$ cat config.mk
export PLATFORM = sky130hd
export DESIGN_NAME = branch_target_unit
export DESIGN_NICKNAME = d
export VERILOG_FILES = /design/src/rtl/btu_pkg.sv /design/src/rtl/btu_ctrl.sv /design/src/rtl/btu_datapath.sv /design/src/rtl/branch_target_unit.sv
export SDC_FILE = /design/constraint.sdc
export NUM_CORES = 1
export LEC_CHECK = 0
export BUFFER_PORTS_ARGS = -buffer_cell sky130_fd_sc_hd__buf_2
export CAP_MARGIN = 30
export CORE_ASPECT_RATIO = 0.6
export CORE_MARGIN = 2
export CORE_UTILIZATION = 52
export DETAILED_ROUTE_END_ITERATION = 8
export GPL_ROUTABILITY_DRIVEN = 0
export GPL_TIMING_DRIVEN = 0
export PLACE_DENSITY = 0.88
export SLEW_MARGIN = 10
export SYNTH_ARGS = -nofsm -noshare
export SYNTH_HDL_FRONTEND = slang
export SYNTH_HIERARCHICAL = 1
export SYNTH_SLANG_ARGS = --single-unit
$ cat constraint.sdc
create_clock -name clk -period 9.47 [get_ports clk]
set_clock_uncertainty 0.15 [all_clocks]
set_input_delay 0.4735 -clock clk [delete_from_list [all_inputs] [get_ports clk]]
set_output_delay 0.4735 -clock clk [all_outputs]
set_load 0.1 [all_outputs]
$ cat src/rtl/btu_pkg.sv
package btu_pkg;
  typedef enum logic [3:0] {
    CF_NONE   = 4'd0,
    CF_EQ     = 4'd1,
    CF_NE     = 4'd2,
    CF_LTZ    = 4'd3,
    CF_LEZ    = 4'd4,
    CF_GTZ    = 4'd5,
    CF_GEZ    = 4'd6,
    CF_LTZ_LK = 4'd7,
    CF_GEZ_LK = 4'd8,
    CF_JMP    = 4'd9,
    CF_JMP_LK = 4'd10,
    CF_REG    = 4'd11,
    CF_REG_LK = 4'd12
  } cf_kind_e;

  typedef enum logic [1:0] {
    TGT_REL = 2'd0,
    TGT_ABS = 2'd1,
    TGT_REG = 2'd2
  } tgt_sel_e;

  typedef struct packed {
    logic     takeIt;
    tgt_sel_e tgtSel;
    logic     linkWr;
    logic     linkToDest;
    logic     chkAlign;
  } btu_strobe_t;
endpackage

$ cat src/rtl/btu_ctrl.sv
module btu_ctrl
  import btu_pkg::*;
(
  input  logic        issueValid,
  input  logic [3:0]  cfKind,
  input  logic        rsEqRt,
  input  logic        rsNeg,
  input  logic        rsZero,
  input  logic        destZero,
  output btu_strobe_t strobe
);
  logic cond;

  always_comb begin
    cond = 1'b0;
    unique case (cf_kind_e'(cfKind))
      CF_EQ:                cond = rsEqRt;
      CF_NE:                cond = !rsEqRt;
      CF_LTZ, CF_LTZ_LK:    cond = rsNeg;
      CF_LEZ:               cond = rsNeg || rsZero;
      CF_GTZ:               cond = !rsNeg && !rsZero;
      CF_GEZ, CF_GEZ_LK:    cond = !rsNeg;
      CF_JMP, CF_JMP_LK,
      CF_REG, CF_REG_LK:    cond = 1'b1;
      default:              cond = 1'b0;
    endcase
  end

  always_comb begin
    strobe = '0;
    strobe.tgtSel = TGT_REL;
    if (issueValid) begin
      strobe.takeIt = cond;
      unique case (cf_kind_e'(cfKind))
        CF_JMP, CF_JMP_LK: strobe.tgtSel = TGT_ABS;
        CF_REG, CF_REG_LK: strobe.tgtSel = TGT_REG;
        default:           strobe.tgtSel = TGT_REL;
      endcase
      strobe.linkWr = (cfKind == CF_LTZ_LK) || (cfKind == CF_GEZ_LK) ||
                      (cfKind == CF_JMP_LK) ||
                      ((cfKind == CF_REG_LK) && !destZero);
      strobe.linkToDest = (cfKind == CF_REG_LK);
      strobe.chkAlign   = (cfKind == CF_REG) || (cfKind == CF_REG_LK);
    end
  end
endmodule

$ cat src/rtl/btu_datapath.sv
module btu_datapath
  import btu_pkg::*;
#(
  parameter int ADDR_W = 32,
  parameter int OFF_W  = 16,
  parameter int IDX_W  = 26,
  parameter int REG_AW = 5
) (
  input  logic              clk,
  input  logic              rstN,
  input  logic              issueValid,
  input  logic [ADDR_W-1:0] instrPc,
  input  logic [IDX_W-1:0]  instrField,
  input  logic [REG_AW-1:0] destIdx,
  input  logic [ADDR_W-1:0] rsVal,
  input  logic [ADDR_W-1:0] rtVal,
  input  btu_strobe_t       strobe,
  output logic              rsEqRt,
  output logic              rsNeg,
  output logic              rsZero,
  output logic              destZero,
  output logic [ADDR_W-1:0] targetPc,
  output logic [REG_AW-1:0] linkIdx,
  output logic [ADDR_W-1:0] linkVal,
  output logic              alignFault,
  output logic [ADDR_W-1:0] faultAddr
);
  localparam int SEG_W  = ADDR_W - IDX_W - 2;
  localparam int EXT_W  = ADDR_W - OFF_W - 2;
  localparam logic [REG_AW-1:0] LINK_REG = {REG_AW{1'b1}};

  logic [ADDR_W-1:0] slotPc;
  logic [ADDR_W-1:0] relOff;
  logic [ADDR_W-1:0] relTgt;
  logic [ADDR_W-1:0] absTgt;
  logic              faultPend;
  logic [ADDR_W-1:0] faultHold;

  assign rsEqRt   = (rsVal == rtVal);
  assign rsNeg    = rsVal[ADDR_W-1];
  assign rsZero   = (rsVal == '0);
  assign destZero = (destIdx == '0);

  assign slotPc  = instrPc + ADDR_W'(4);
  assign linkVal = instrPc + ADDR_W'(8);
  assign relOff  = {{EXT_W{instrField[OFF_W-1]}}, instrField[OFF_W-1:0], 2'b00};
  assign relTgt  = slotPc + relOff;
  assign absTgt  = {slotPc[ADDR_W-1 -: SEG_W], instrField, 2'b00};

  always_comb begin
    unique case (strobe.tgtSel)
      TGT_ABS: targetPc = absTgt;
      TGT_REG: targetPc = rsVal;
      default: targetPc = relTgt;
    endcase
  end

  always_comb begin
    if (!strobe.linkWr)         linkIdx = '0;
    else if (strobe.linkToDest) linkIdx = destIdx;
    else                        linkIdx = LINK_REG;
  end

  always_ff @(posedge clk) begin
    if (!rstN) begin
      faultPend <= 1'b0;
      faultHold <= '0;
    end else if (issueValid) begin
      faultPend <= strobe.chkAlign && (rsVal[1:0] != 2'b00);
      if (strobe.chkAlign) faultHold <= rsVal;
    end
  end

  assign alignFault = faultPend && issueValid;
  assign faultAddr  = faultHold;
endmodule

$ cat src/rtl/branch_target_unit.sv
module branch_target_unit
  import btu_pkg::*;
#(
  parameter int ADDR_W = 32,
  parameter int OFF_W  = 16,
  parameter int IDX_W  = 26,
  parameter int REG_AW = 5
) (
  input  logic              clk,
  input  logic              rstN,
  input  logic              issueValid,
  input  logic [ADDR_W-1:0] instrPc,
  input  logic [3:0]        cfKind,
  input  logic [IDX_W-1:0]  instrField,
  input  logic [REG_AW-1:0] destIdx,
  input  logic [ADDR_W-1:0] rsVal,
  input  logic [ADDR_W-1:0] rtVal,
  output logic              taken,
  output logic [ADDR_W-1:0] targetPc,
  output logic              linkEn,
  output logic [REG_AW-1:0] linkIdx,
  output logic [ADDR_W-1:0] linkVal,
  output logic              alignFault,
  output logic [ADDR_W-1:0] faultAddr
);
  btu_strobe_t strobe;
  logic rsEqRt, rsNeg, rsZero, destZero;

  btu_ctrl ctrl_i (
    .issueValid (issueValid),
    .cfKind     (cfKind),
    .rsEqRt     (rsEqRt),
    .rsNeg      (rsNeg),
    .rsZero     (rsZero),
    .destZero   (destZero),
    .strobe     (strobe)
  );

  btu_datapath #(
    .ADDR_W (ADDR_W), .OFF_W (OFF_W), .IDX_W (IDX_W), .REG_AW (REG_AW)
  ) dp_i (
    .clk        (clk),
    .rstN       (rstN),
    .issueValid (issueValid),
    .instrPc    (instrPc),
    .instrField (instrField),
    .destIdx    (destIdx),
    .rsVal      (rsVal),
    .rtVal      (rtVal),
    .strobe     (strobe),
    .rsEqRt     (rsEqRt),
    .rsNeg      (rsNeg),
    .rsZero     (rsZero),
    .destZero   (destZero),
    .targetPc   (targetPc),
    .linkIdx    (linkIdx),
    .linkVal    (linkVal),
    .alignFault (alignFault),
    .faultAddr  (faultAddr)
  );

  assign taken  = strobe.takeIt;
  assign linkEn = strobe.linkWr;
endmodule

# After elaboration in Yosys (flattened, before gate mapping)

Index checks and enable logic that the tools add are counted.
W data, S select, Z words.

Add/sub/neg operators: 3
Eq/ne operators: 15
Multiplexer cells: 6
Reductions and logical operators: 22

Operators with widths:

| cell                    | number |
|---|---|
| $pmux W32 S2            | 1 |
| $add A32 B3 Y32 const B | 1 |
| $add A32 B32 Y32        | 1 |
| $add A32 B4 Y32 const B | 1 |
| $eq A32 B32 Y1          | 1 |
| $logic_not A32 Y1       | 1 |
| $eq A4 B4 Y1 const B    | 5 |
| $eq A4 B3 Y1 const B    | 4 |
| $mux W5                 | 2 |
| $eq A4 B2 Y1 const B    | 2 |
| $reduce_or A2 Y1        | 4 |
| $pmux W1 S7             | 1 |
| $mux W6                 | 1 |
| $logic_not A5 Y1        | 1 |
| $logic_or A1 B1 Y1      | 5 |
| $eq A4 B1 Y1 const B    | 1 |
| $logic_and A1 B1 Y1     | 4 |
| $logic_not A1 Y1        | 4 |
| $pmux W2 S2             | 1 |
| $reduce_or A4 Y1        | 1 |
| $eq A2 B1 Y1 const B    | 1 |
| $eq A2 B2 Y1 const B    | 1 |
| $reduce_and A2 Y1       | 1 |
| $reduce_bool A2 Y1      | 1 |

Register bits after elaboration: 33
Bits of input ports: 134
Output and inout port bits: 104
Logic and storage cells: 48

# Longest topological paths before layout

Gate-level depths: netlist of the first run.

Depth after elaboration: 7
Gate-level depth with buffers: 17
Gate-level depth less buffers: 16

# Cells and area by module

The synthesis of the first run kept the hierarchy.

By module, submodules not included:

| module       | times used | cells each | area an instance (µm²) | seq. area each (µm²) |
|---|---|---|---|---|
| btu_datapath | 1          | 671        | 4867.2                 | 660.6 |
| btu_ctrl     | 1          | 36         | 226.5                  | 0.0 |

# Worst setup path before layout of the first run

OpenSTA, ideal clock, no wires.

Path kind: input -> output
From: input cfKind[2]
To: output linkIdx[0]
Data arrival time: 5690 ps
Required time: 8846 ps
Slack: 3156 ps
Cell stages on the path: 5
Path buffers: 1
Cell sequence: buf_2 -> nand2b_1 -> or2_2 -> a21boi_0 -> a21boi_0

Word-level cells in the longest chain between the ends: 6
Elaborated cells between the ends (all ways): 11
Classes of those cells: 4 x eq/ne; 3 x mux; 4 x reduce/logical

Ends and longest elaborated chain:

| element                                             | line                     | source |
|---|---|---|
| from (decl)                                         | branch_target_unit.sv:13 | `input logic [3:0] cfKind,` |
| $eq A4 B3 Y1 / $eq A4 B4 Y1 (equally long branches) | btu_ctrl.sv:39           | `strobe.linkWr = (cfKind == CF_LTZ_LK) \|\| (cfKind == CF_GEZ_LK) \|\|` |
| $logic_or A1 B1 Y1 (2 in series)                    | btu_ctrl.sv:39           |  |
| $logic_or A1 B1 Y1 *                                | btu_ctrl.sv:40           | `(cfKind == CF_JMP_LK) \|\|` |
| $mux W6 *                                           | btu_ctrl.sv:32           | `if (issueValid) begin` |
| via linkEn                                          | branch_target_unit.sv:20 | `output logic linkEn,` |
| $mux W5 *                                           | btu_datapath.sv:59       | `if (!strobe.linkWr) linkIdx = '0;` |
| to (decl)                                           | branch_target_unit.sv:21 | `output logic [REG_AW-1:0] linkIdx,` |

The timed path passes the listed nets; every way through them passes the cells marked *.

# Worst setup path in the final report of the first run

From: input instrPc[2]
To: output targetPc[25]

Word-level cells in the longest chain between the ends: 3

Ends and longest elaborated chain:

| element          | line                     | source |
|---|---|---|
| from (decl)      | branch_target_unit.sv:12 | `input logic [ADDR_W-1:0] instrPc,` |
| $add A32 B3 Y32  | btu_datapath.sv:44       | `assign slotPc = instrPc + ADDR_W'(4);` |
| $add A32 B32 Y32 | btu_datapath.sv:47       | `assign relTgt = slotPc + relOff;` |
| $pmux W32 S2     | btu_datapath.sv:51       | `unique case (strobe.tgtSel)` |
| to (decl)        | branch_target_unit.sv:19 | `output logic [ADDR_W-1:0] targetPc,` |

Every way passes these cells.

==> results of run 1 <==
cell families after synthesis:
| logic type | synth area share (%) |
|---|---|
| AND/OR/NAND/NOR | 26.19 |
| multiplexers | 0.6141 |
| flip-flops | 12.97 |
| XOR/XNOR | 19.60 |
| adder cells (fa/ha/maj) | 9.236 |
| buffers and inverters | 5.674 |
| AO/OA/AOI/OAI | 25.72 |
critical path, delay by kind of cell:
| kind | cells | cell delay [ps] |
|---|---|---|
| AO/OA/AOI/OAI | 7 | 1700 |
| XOR/XNOR | 2 | 400 |
| adder cells (fa/ha/maj) | 2 | 680 |
| buffers and inverters | 2 | 710 |
| AND/OR/NAND/NOR | 3 | 680 |
flip-flops by register name, summed over array words and instances, names as in the netlist:
register / count
dp_i/faultAddr: 32
dp_i/faultPend: 1
cell type report:
cell class	instances	area (um^2)	area share (%)
inverter	19	71.32	1.086
tap	130	162.7	2.477
timing repair buffer	227	1136	17.30
antenna	1	2.502	0.03810
clock inverter	1	30.03	0.4572
sequential	33	660.6	10.06
buffer	46	217.7	3.315
multi-input combinational	609	4144	63.10
clock buffer	7	142.6	2.172
final timing paths:
| kind | start | end | cells past startpoint |
|---|---|---|---|
| max | instrPc[2] | targetPc[25] | 16 |
| min | dp_i/faultAddr[30]$_SDFFE_PN0P_ | dp_i/faultAddr[30]$_SDFFE_PN0P_ | 2 |
| max reg2reg | dp_i/faultAddr[6]$_SDFFE_PN0P_ | dp_i/faultAddr[6]$_SDFFE_PN0P_ | 2 |
| min reg2reg | dp_i/faultAddr[30]$_SDFFE_PN0P_ | dp_i/faultAddr[30]$_SDFFE_PN0P_ | 2 |
per-stage QoR:
stage	instances	util, %	area (um^2)	hold WS (ps)
floorplan	707	-	5094	299.1
global placement	1064	68.31	6392	297.2
detailed placement	1064	68.31	6392	303.0
CTS	1072	70.16	6565	309.7
global route	1072	70.16	6565	324.7
finish	1073	70.18	6568	308.2
placed cells by master (no fill, tap or decap), types with 3 or more instances in the layout:
master,n
ha_1,36
nor3b_1,3
and3_1,7
buf_2,239
nand2_1,116
a31oi_1,10
inv_1,19
o21ai_1,3
clkbuf_1,27
nand3_1,26
dfxtp_1,33
o211ai_1,4
nor4_1,16
o21ai_0,19
a21oi_1,56
a221oi_1,26
a21o_1,12
nand2b_1,5
nor2_1,38
a21boi_0,41
and4_1,4
nand4_1,19
buf_4,6
nor3_1,10
clkbuf_16,5
xor2_1,66
or3_1,3
xnor2_1,43
o21bai_1,4
per-layer routing:
layer,part of all wire [%],vias to the layer above
met5,0.067,-
met4,2.5,2
met3,14,60
met2,41,454
met1,42,2921
li1,-,3006
where the power goes:
group / leakage [nW] / internal, W / switching [W] / total, W
Sequential: 0.266 / 0.000141 / 0.00000103 / 0.000142
Combinational: 2.66 / 0.000136 / 0.000496 / 0.000631
Clock: 0.0841 / 0.000131 / 0.0000614 / 0.000193
==> impl_metrics.csv, run 1 <==
group,metric,value,unit
cells_and_area,layout-area-overhead-vs-synth,28.94,%
sta,grt_setup_unrepaired,"no",
drt,post_drt_via_cell_ratio,6.005,
global_routing,overflow,0,
drt,firstDrtPassIters,6,
cells_and_area,final_nets,1112,
drt,drt_iter0_markers,690,
clock_network,hold_buffers,0,
global_routing,grt_pass1_vias,5792,
cells_and_area,drive_above_1_share,29.09,%
pwr,power,0.0009661,W
sta,drv_slew,0,
synth,yosys_warnings,6,
setup_path,cpPeakStageDelay,470,ps
sta,relSlewSlack,55.27,%
placement,numPortBuffers,227,
setup_path,cp_cell_sequence,"buf_2, ha_1, nand3_1, nand2b_1, nor2_1, xor2_1, ha_1, a21oi_1, o21ai_0, a2111oi_0, o211ai_1, a31oi_1, o21bai_1, xnor2_1, a21oi_1, buf_2",
synth,syn-mean-instance-area,7.205,um^2
setup_path,worstPathRequired,8850,ps
min_path,hp-class,"reg2reg",
synth,synth.most_common_cell,"nand2_1",
synth,syn-cell-area,5094,um^2
die,die-area,10630,um^2
sta,setup_slack,4174,ps
placement,dp_hpwl,15.77,mm
die,die_x,131.8,um
clock_network,root_buffer,"clkbuf_16",
drt,wl,19.40,mm
setup_path,crit_arrival,4670,ps
sta,min_period,5296,ps
global_routing,gr-usage-all-layers,35.46,%
sta,final_hold_viol_count,0,
clock_network,cts_tree,"built",
global_routing,grt_max_degree,18,
clock_network,clk_pin_slew_worst_paths,50,ps
die,core.rowCount,27,
synth,synth_top_area_share,12.97,%
job,cap_violations,0,
sta,fmax,188.8,MHz
synth,yosys.area.top_type,"dfxtp_1",
drt,wl_per_cell,18.08,um
global_routing,met1_usage,48.23,%
synth,async_reset_ff_share,0,%
cells_and_area,n_fill_cell,809,
synth,synthTopCellsByCount,"116 x nand2_1, 66 x xor2_1, 56 x a21oi_1",
die,coreArea,9358,um^2
clock_network,clkLatencyLatePin,280,ps
setup_path,critPathKind,"in2out",
synth,synthFlopType,"dfxtp_1",
sta,fin_setup_tns,0,ps
pwr,ir_drop,121.7,uV
sta,post-route-period-util,55.92,%
sta,setup_viol,0,
pwr,p_leak,3.014,nW
synth,synth_edf_count,0,
global_routing,antenna_found_initial,2,
clock_network,htreeDepth,2,
placement,pre_cts_ws,4282,ps
synth,netlist_top_cells_area,"dfxtp_1 13%, xor2_1 11%, ha_1 8.8%",
synth,syn_nets,878,
clock_network,numCtsBuffers,5,
setup_path,start_kind,"primary input",
global_routing,met3_usage,11.62,%
clock_network,cts_setup_buffers,0,
synth,synth-seq-cells,33,
pwr,power_per_cell_area,147.1,nW/um^2
die,start_util,54.43,%
setup_path,cp_max_fo,7,
synth,synth_cell_types,65,
clock_network,cts_num_sinks,33,
clock_network,cts_max_path_buffers,2,
clock_network,cts_resized,0,
sta,worst_pin_slew,664.9,ps
outcome,status,"completed",
global_routing,grt_pass1_wl,29.75,mm
die,die_height,80.67,um
die,num_io_pins,238,
global_routing,top_usage_layer,"met2",
global_routing,grtUsageMet2,54.35,%
setup_path,endpoint_kind,"output port",
drt,drc,0,
setup_path,crit_slowest_cell,"buf_2",
synth,synthCells,707,
drt,vias,6443,
synth,ys_seq_area_share,12.97,%
setup_path,rrSetupSlack,8560,ps
drt,antenna_left,0,
(Power assumes the default switching activity.)
==> inputs of run 2 (changes only) <==
--- a/config.mk
+++ b/config.mk
@@ -9,11 +9,11 @@
 export CAP_MARGIN = 30
 export CORE_ASPECT_RATIO = 0.6
 export CORE_MARGIN = 2
-export CORE_UTILIZATION = 52
+export CORE_UTILIZATION = 49
 export DETAILED_ROUTE_END_ITERATION = 8
 export GPL_ROUTABILITY_DRIVEN = 0
 export GPL_TIMING_DRIVEN = 0
-export PLACE_DENSITY = 0.88
+export PLACE_DENSITY = 0.84
 export SLEW_MARGIN = 10
 export SYNTH_ARGS = -nofsm -noshare
 export SYNTH_HDL_FRONTEND = slang
==> constraint.sdc (replaced) <==
create_clock -name clk -period 5.2 [get_ports clk]
set_clock_uncertainty 0.15 [all_clocks]
set_input_delay 0.26 -clock clk [delete_from_list [all_inputs] [get_ports clk]]
set_output_delay 0.26 -clock clk [all_outputs]
set_load 0.1 [all_outputs]
==> run 2 against run 1 <==
Net effect:
- die area up 5.9%
- global-route usage down 2.0 points
- wire length down 0.34%
- clock-buffer cell count down 2
- register-to-register slack worse by 4200 ps
- design area down 0.23%
- clock power up 55%
- critical endpoint unchanged
- setup slack worse by 3700 ps
- sequential power up 82%
==> impl_metrics.csv, run 2 (synthesis gave the netlist of run 1 again) <==
group,metric,value,unit
outcome,status,"completed",
global_routing,antenna_found_initial,1,
drt,vias,6434,
setup_path,cp_top_family,"compound AO/OA/AOI/OAI gates",
setup_path,ff2ff_path_depth,2,
sta,drv_slew,0,
drt,antenna_left,0,
setup_path,critPathKind,"in2out",
pwr,p_clk_share,17.5,%
setup_path,cp_cell_sequence,"buf_2, ha_1, nand4_4, nor4_4, nand3_1, xnor2_1, ha_1, nand2_1, o21ai_0, a2111oi_0, o211ai_1, a31oi_1, o21bai_1, xnor2_1, a21oi_1, buf_2",
global_routing,grt_pass1_wl,30.13,mm
clock_network,cts_num_sinks,33,
pwr,swShare,60.25,%
cells_and_area,final_nets,1112,
sta,final_hold_viol_count,0,
setup_path,cp_max_fo,7,
min_path,hold_path_depth,3,
sta,worst_pin_slew,757.4,ps
min_path,hold_end,"dp_i/faultAddr[2]$_SDFFE_PN0P_",
clock_network,cts_resized,0,
die,die_x,135.6,um
clock_network,hold_buffers,0,
setup_path,rrSetupSlack,4320,ps
sta,grt_setup_unrepaired,"no",
cells_and_area,final_cells,1077,
clock_network,cts_tree,"built",
drt,wl,19.33,mm
clock_network,clk_pin_slew_worst_paths,60,ps
global_routing,gr-usage-all-layers,33.44,%
cells_and_area,drive_above_1_share,29.41,%
placement,dpl.cell_count,1069,
sta,fin_setup_tns,0,ps
clock_network,root_buffer,"clkbuf_16",
pwr,internal_power,0.0006805,W
setup_path,start_kind,"primary input",
setup_path,endpoint_kind,"output port",
sta,setup_viol,0,
job,cap_violations,0,
setup_path,crit_slowest_cell,"nor4_4",
setup_path,cpPeakStageDelay,480,ps
clock_network,cts_setup_buffers,0,
clock_network,clkLatencyLatePin,280,ps
cells_and_area,final_common_cell,"buf_2",
global_routing,grt_max_degree,18,
sta,fmax,211.3,MHz
clock_network,cts_max_path_buffers,2,
die,coreArea,9985,um^2
die,core.rowCount,28,
sta,setup_slack,466.5,ps
global_routing,overflow,0,
die,num_io_pins,238,
clock_network,htreeDepth,2,
cells_and_area,layout-area-overhead-vs-synth,28.64,%
cells_and_area,largest_register_ffs,32,
pwr,switching_power,0.001032,W
drt,firstDrtPassIters,8,
die,die_height,82.98,um
pwr,power_per_cell_area,261.3,nW/um^2
min_path,min-delay-start,"rsVal[2]",
die,die-area,11250,um^2
sta,post-route-period-util,91.03,%
setup_path,reg2reg_to,"dp_i/faultAddr[17]$_SDFFE_PN0P_",
drt,drt_iter0_markers,556,
pwr,ir_drop,249.8,uV
min_path,hp-class,"in2reg",
cells_and_area,antenna_cells,0,
global_routing,grt_pass1_vias,5693,
pwr,p_leak,3.003,nW
setup_path,worstPathRequired,4790,ps
drt,wl_per_cell,17.95,um
pwr,seq_power_share,15.1,%
placement,numPortBuffers,227,
setup_path,crit_arrival,4320,ps
sta,relSlewSlack,49.04,%
setup_path,rr_startpoint,"dp_i/faultAddr[17]$_SDFFE_PN0P_",
drt,drc,0,
cells_and_area,final_cell_mix,"239 x buf_2, 116 x nand2_1, 66 x xor2_1",
pwr,p_comb_share,67.5,%
sta,min_period,4733,ps
setup_path,crit_buf_inv,2,
clock_network,numCtsBuffers,5,
drt,post_drt_via_cell_ratio,5.974,
placement,dp_hpwl,15.84,mm
die,start_util,51.02,%
placement,pre_cts_ws,514.7,ps
-- run 2: cell count changes in the layout (fill, tap and decap cells not counted), sizes merged --
| cell | delta |
|---|---|
| clkinv | +2 |
| clkbuf | -2 |
| diode | -1 |
| clkinvlp | +1 |
| bufinv | -1 |
-- run 2: layout make-up --
type                            count  area, um^2
Multi-Input combinational cell    609        4155
Fill cell                         945        3432
Timing Repair Buffer              227        1136
Sequential cell                    33       660.6
Buffer                             46       217.7
Tap cell                          135       168.9
Clock buffer                        5       125.1
Inverter                           19       71.32
Clock inverter                      3       17.52
-- run 2: worst register-to-register path, stage by stage, from the launching register on --
cell      delay, ps
dfxtp_1         330
nand2_1          60
a21boi_0        250
-- run 2: power by group through the flow --
| stage | Sequential [W] | Clock, W | Combinational [W] |
|---|---|---|---|
| 3_3_place_gp | 0.000263 | 0 | 0.00113 |
| 5_1_grt | 0.000258 | 0.000306 | 0.00120 |
| 3_5_place_dp | 0.000263 | 0 | 0.00114 |
| 2_1_floorplan | 0.000287 | 0 | 0.000869 |
| 4_1_cts | 0.000258 | 0.000296 | 0.00114 |
| 6_report | 0.000258 | 0.000299 | 0.00116 |
-- run 2: worst max-delay path by stage --
stage          cells past startpoint  slack (ps)  startpoint            to
6_report                          16         470  instrPc[3]  targetPc[25]
4_1_cts                           16         500  instrPc[3]  targetPc[25]
3_5_place_dp                      16         510  instrPc[3]  targetPc[25]
3_3_place_gp                      18         520  instrPc[3]  targetPc[25]
2_1_floorplan                     14          40  instrPc[3]  targetPc[30]
5_1_grt                           16          50  instrPc[2]  targetPc[25]
-- run 2: per-layer routing --
metal / GRT usage, % / part of all wire (%)
met5: 0 / 0
met4: 5.398 / 1.4
met3: 9.768 / 13
met2: 47.34 / 41
met1: 50.13 / 45
-- run 2: metrics by stage --
| stage | area (um^2) | hold WS [ps] | util (%) | power (W) |
|---|---|---|---|---|
| final | 6553 | 118.7 | 65.63 | 0.001712 |
| after global routing | 6553 | 133.8 | 65.63 | 0.001769 |
| after floorplan | 5105 | 254.9 | - | 0.001156 |
| after global placement | 6410 | 297.0 | 64.20 | 0.001394 |
| after detailed placement | 6410 | 304.7 | 64.20 | 0.001400 |
| after CTS | 6553 | 112.5 | 65.63 | 0.001695 |
==> inputs of run 3 (changes only) <==
--- a/config.mk
+++ b/config.mk
@@ -7,13 +7,15 @@
 export LEC_CHECK = 0
 export BUFFER_PORTS_ARGS = -buffer_cell sky130_fd_sc_hd__buf_2
 export CAP_MARGIN = 30
+export CELL_PAD_IN_SITES_DETAIL_PLACEMENT = 1
+export CELL_PAD_IN_SITES_GLOBAL_PLACEMENT = 2
 export CORE_ASPECT_RATIO = 0.6
 export CORE_MARGIN = 2
-export CORE_UTILIZATION = 49
+export CORE_UTILIZATION = 25
 export DETAILED_ROUTE_END_ITERATION = 8
 export GPL_ROUTABILITY_DRIVEN = 0
 export GPL_TIMING_DRIVEN = 0
-export PLACE_DENSITY = 0.84
+export PLACE_DENSITY_LB_ADDON = 0.1
 export SLEW_MARGIN = 10
 export SYNTH_ARGS = -nofsm -noshare
 export SYNTH_HDL_FRONTEND = slang
==> run 3 against run 2 <==
Net effect:
- global-route usage fell by 12 points
- flip-flop and latch count stayed put
- design area grew 3.2%
- worst hold slack improved by 4.7 ps
- critical endpoint unchanged
- largest cell class unchanged
==> impl_metrics.csv, run 3 (synthesis gave the netlist of run 1 again) <==
group,metric,value,unit
setup_path,cpPeakStageDelay,410,ps
drt,drc,0,
clock_network,clkLatencyLatePin,290,ps
clock_network,cts_setup_buffers,0,
sta,fin_setup_tns,0,ps
sta,relSlewSlack,55.56,%
global_routing,grt_pass1_wl,35.83,mm
setup_path,cp_cell_sequence,"buf_2, ha_1, nand3_1, nand2b_1, nor2_1, xor2_1, ha_1, a21oi_1, o21ai_0, a2111oi_0, o211ai_1, a31oi_1, o21bai_1, xnor2_1, a21oi_1, buf_4",
die,num_io_pins,238,
drt,antenna_left,0,
placement,numPortBuffers,227,
setup_path,start_kind,"primary input",
min_path,min-delay-start,"rsVal[6]",
cells_and_area,largest_register_ffs,32,
drt,post_drt_via_cell_ratio,4.988,
setup_path,rrSetupSlack,4370,ps
sta,min_period,4904,ps
die,coreArea,19970,um^2
clock_network,numCtsBuffers,5,
drt,wl_per_cell,19.56,um
min_path,hold_end,"dp_i/faultAddr[6]$_SDFFE_PN0P_",
setup_path,worstPathRequired,4790,ps
min_path,hold_path_depth,3,
setup_path,crit_buf_inv,2,
clock_network,hold_buffers,0,
cells_and_area,layout-area-overhead-vs-synth,32.77,%
setup_path,cp_max_fo,7,
pwr,power_per_cell_area,265.0,nW/um^2
setup_path,rr_startpoint,"dp_i/faultAddr[13]$_SDFFE_PN0P_",
min_path,hp-class,"in2reg",
clock_network,htreeDepth,2,
job,cap_violations,0,
sta,drv_slew,0,
placement,dp_hpwl,20.32,mm
sta,fmax,203.9,MHz
global_routing,gr-usage-all-layers,21.78,%
drt,drt_iter0_markers,351,
setup_path,crit_slowest_cell,"a2111oi_0",
sta,grt_setup_unrepaired,"no",
global_routing,grt_pass1_vias,5869,
sta,worst_pin_slew,660.6,ps
pwr,ir_drop,216.5,uV
die,start_util,25.51,%
drt,vias,6061,
cells_and_area,final_common_cell,"buf_2",
pwr,p_leak,3.020,nW
die,die_x,188.3,um
clock_network,cts_max_path_buffers,2,
setup_path,endpoint_kind,"output port",
cells_and_area,n_fill_cell,2580,
drt,wl,23.76,mm
global_routing,overflow,0,
sta,final_hold_viol_count,0,
sta,post-route-period-util,94.30,%
clock_network,root_buffer,"clkbuf_16",
pwr,power,0.001792,W
outcome,status,"completed",
global_routing,grt_max_degree,18,
cells_and_area,antenna_cells,0,
drt,firstDrtPassIters,5,
cells_and_area,final_nets,1112,
die,die_height,114.6,um
cells_and_area,drive_above_1_share,29.30,%
global_routing,antenna_found_initial,2,
clock_network,cts_tree,"built",
die,core.rowCount,40,
cells_and_area,final_cell_mix,"236 x buf_2, 116 x nand2_1, 66 x xor2_1",
setup_path,ff2ff_path_depth,2,
clock_network,cts_num_sinks,33,
setup_path,crit_arrival,4490,ps
clock_network,clk_pin_slew_worst_paths,60,ps
setup_path,cp_top_family,"compound AO/OA/AOI/OAI gates",
setup_path,reg2reg_to,"dp_i/faultAddr[13]$_SDFFE_PN0P_",
setup_path,critPathKind,"in2out",
die,die-area,21570,um^2
sta,setup_viol,0,
clock_network,cts_resized,0,
## run 3: cell types whose count changed in the layout (fill, tap and decap cells not counted)
cell,delta
buf_2,-3
buf_4,+2
bufinv_16,+1
clkbuf_1,+1
clkbuf_4,+1
clkbuf_8,+1
clkinv_2,-2
clkinvlp_4,-1
## run 3: layer usage
layer | global-route usage [%] | wire (um)
met1 | 34.63 | 12970
met2 | 30.92 | 9469
met3 | 4.076 | 1260
met4 | 1.102 | 37
met5 | 0 | 25
## run 3: per-stage QoR
step | instance area [um^2] | utilization [%] | setup WS (ps) | hold WS, ps | instances
5_1_grt | 6763 | 33.87 | 2.444 | 128.3 | 1215
3_5_place_dp | 6583 | 32.96 | 171.5 | 306.8 | 1207
2_1_floorplan | 5105 | - | 44.15 | 254.9 | 707
4_1_cts | 6755 | 33.83 | 177.2 | 116.1 | 1215
6_report | 6763 | 33.87 | 296.3 | 123.4 | 1215
3_3_place_gp | 6583 | 32.96 | 234.7 | 302.7 | 1207
## run 3: cell type report
type	count	area, um^2	share of cell area [%]
buffer	46	217.7	3.219
multi-input combinational	609	4155	61.44
sequential	33	660.6	9.769
clock inverter	1	30.03	0.4440
tap	273	341.6	5.051
inverter	19	71.32	1.055
clock buffer	7	142.6	2.109
timing repair buffer	227	1144	16.91
## run 3: how the worst max path moves through the flow
stage / start / end / slack (ps) / cells past startpoint
finish: instrPc[2] / targetPc[25] / 300 / 16
global route: instrPc[2] / targetPc[25] / 2 / 16
CTS: instrPc[2] / targetPc[25] / 180 / 16
detailed placement: instrPc[2] / targetPc[25] / 170 / 16
global placement: instrPc[2] / targetPc[25] / 230 / 16
floorplan: instrPc[3] / targetPc[30] / 40 / 14
## run 3: worst min-delay path: stages
cell	delay (ps)
buf_2	130
nand2_1	60
a21boi_0	60
## run 3: where the power goes
part	leakage (nW)	switching, W	total [W]	internal (W)
Clock	0.0841	0.000126	0.000366	0.000240
Sequential	0.266	0.00000187	0.000258	0.000256
Combinational	2.67	0.000917	0.00117	0.000252
Total	3.02	0.00104	0.00179	0.000748
